<file path="src/rtl/hz_stall_unit.sv">
module hz_stall_unit #(
  parameter int REG_W = 5
) (
  input  logic [REG_W-1:0] dec_src_a,
  input  logic [REG_W-1:0] dec_src_b,
  input  logic [REG_W-1:0] ex_dst,
  input  logic             ex_wr,
  input  logic [REG_W-1:0] mem_dst,
  input  logic             mem_wr,
  output logic             pc_hold,
  output logic             fd_hold,
  output logic             ex_flush
);

  localparam logic [REG_W-1:0] R_ZERO = '0;

  logic ex_live, mem_live;
  logic hit_ex, hit_mem, stall;

  assign ex_live  = ex_wr  && (ex_dst  != R_ZERO);
  assign mem_live = mem_wr && (mem_dst != R_ZERO);

  assign hit_ex  = ex_live  && ((dec_src_a == ex_dst)  || (dec_src_b == ex_dst));
  assign hit_mem = mem_live && ((dec_src_a == mem_dst) || (dec_src_b == mem_dst));

  assign stall    = hit_ex || hit_mem;
  assign pc_hold  = stall;
  assign fd_hold  = stall;
  assign ex_flush = stall;

endmodule


</file>
<file path="config.mk">
export PLATFORM = sky130hd
export DESIGN_NAME = hz_stall_unit
export DESIGN_NICKNAME = d
export VERILOG_FILES = /design/src/rtl/hz_stall_unit.sv
export SDC_FILE = /design/constraint.sdc
export NUM_CORES = 1
export LEC_CHECK = 0
export CORE_AREA = 2 2 39 41
export DETAILED_ROUTE_END_ITERATION = 8
export DIE_AREA = 0 0 41 43
export DONT_BUFFER_PORTS = 1
export PLACE_DENSITY = 0.4
export SKIP_LAST_GASP = 1
export SLEW_MARGIN = 20
export SYNTH_ARGS = -nofsm -noshare
export SYNTH_HDL_FRONTEND = slang
export SYNTH_SLANG_ARGS = --single-unit
</file>
<file path="constraint.sdc">
create_clock -name vclk -period 1.8
set_input_delay 0.36 -clock vclk [all_inputs]
set_output_delay 0.36 -clock vclk [all_outputs]
set_load 0.02 [all_outputs]
</file>
==> results.cfg <==
[routing]
route.met3.wl_um = 128
wl_per_cell_um = 13.7
drt_iter0_markers = 4
top_layer = met3
drt_wl_total_um = 710
route.met2.wl_um = 302
first_pass_iters = 2
wl_met1_um = 279
ant_nets = 0
routed_via_density = 4.63
num_vias = 241
drc = 0

[synth]
synth_xor_area_share_pct = 64.5
synth-compound-area-share_pct = 11.5
synth_most_common_cell = xor2_1
syn_area_um2 = 272
ys_types = 8
ys_warn_count = 0
synth_area_leader_cell = xor2_1
avgSynthCellArea_um2 = 7.34
netlist_top_cells_count = xor2_1, nor2_1, nor3_1
muxShareOfSynthArea_pct = 0
synthAdderAreaFrac_pct = 0
syn_nets = 59
synth_area_leaders = xor2_1, nor3_1, a22oi_1
synth_top_family_by_area = XOR/XNOR gates
ys_seq_area_share_pct = 0
yosys.area_share.simple_pct = 18.4
synth_top_area_share_pct = 64.5
synthCells = 37

[placed_design]
dpl.hpwl_um = 652
io_buffers = 0
place_worst_setup_slack_ns = 0.120
place_area_um2 = 303
gp_congestion = 0.700

[status]
status = completed

[final_layout]
final_area_um2 = 303
area_delta_synth_final_pct = 11.5
layout.nets = 60
regArea_um2 = 0
nClkBuffers = 0
fillCellCount = 157
num_antenna_cells = 0
seq_cells = 0
layout-drive-gt1-share_pct = 5.56

[setup_path]
end_kind = primary output
start_kind = input port
crit_fanout = 3
required_ns = 1.44
arrival_ns = 1.32
crit_type = input port to primary output

[timing]
tightestPinTransition_ns = 0.234
slew_headroom_pct = 84.4
hold_violations = 0
rsz0062_at_grt = false
tns_ns = 0
final-setup-viol-count = 0
maxSlewViolCount = 0
finalCritPeriodShare_pct = 93.1
fmax_mhz = 596
period_needed_ns = 1.68
setup_slack_ns = 0.123

[global_routing]
grt_pass1_wl_um = 1010
grt_start_max_net_pins = 4
first_global_vias = 266
track_usage_pct = 7.89
antenna_found_initial = 0
grt.overflow.total = 0

[power_and_ir_drop]
cellLeakagePower_nw = 0.113
ir_drop_mv = 0.0534
cellPowerDensity_mw_per_mm2 = 203

[floorplan]
rows = 14
start_util_pct = 19.6
die_h_um = 43
die_w_um = 41
die-area_mm2 = 0.00176
ios = 25
core_area_mm2 = 0.00138

[cts]
holdBufCountCts = 0
cts_resized = 0
cts_setup_buffers = 0

[hold_path]
hp-class = input port to primary output

[flow_run]
cap_viol_max_count = 0
report_power, final:
| part | total [mW] | switching [mW] | internal [mW] |
|---|---|---|---|
| clock network | 0 | 0 | 0 |
| logic | 0.0615 | 0.0286 | 0.0329 |
| registers | 0 | 0 | 0 |
logic make-up (layout without fill, tap and decap cells):
logic type	Yosys count	after routing
AOI/OAI and AO/OA	5	5
and+or+nand+nor	10	10
buffers and inverters	2	1
xor gates and xnor gates	20	20
cell type report:
| class | count | area, µm² | area share (%) |
|---|---|---|---|
| multi-input combinational | 35 | 263 | 86.8 |
| timing repair buffer | 1 | 20.0 | 6.61 |
| tap | 16 | 20.0 | 6.61 |
path summary, 6_finish.rpt:
path / startpoint / endpoint / slack, ns / depth (start not counted)
worst max-delay path: ex_dst[1] / fd_hold / 0.12 / 4
worst min-delay path: ex_wr / ex_flush / 1.04 / 3
cell usage in the layout, fill, tap and decap left out:
cell / Yosys / routed
o22ai_2: 0 / 1
nor3_1: 4 / 4
o21ai_1: 2 / 2
or4_1: 2 / 2
buf_12: 0 / 1
a22oi_1: 2 / 2
xor2_1: 20 / 20
nor2_1: 4 / 4
stage by stage:
stage | hold slack (ns) | std cells | util (%) | power, mW
after floorplan | 0.918 | 37 | - | 0.0527
after global placement | 1.03 | 52 | 21.9 | 0.0623
after detailed placement | 1.04 | 52 | 21.9 | 0.0613
after CTS | 1.04 | 52 | 21.9 | 0.0617
after global routing | 1.06 | 52 | 21.9 | 0.0699
final | 1.04 | 52 | 21.9 | 0.0615
worst max-delay path, stage by stage:
cell and delay [ns]:
or4_1 0.52, o21ai_1 0.17, o22ai_2 0.10, buf_12 0.17
layer usage:
metal / vias up / GRT usage, %
met5: - / 0
met1: 99 / 10.1
li1: 123 / -
met2: 19 / 12.2
met4: 0 / 2.00
met3: 0 / 2.62
Note: power is estimated with default switching activity, not from simulation.
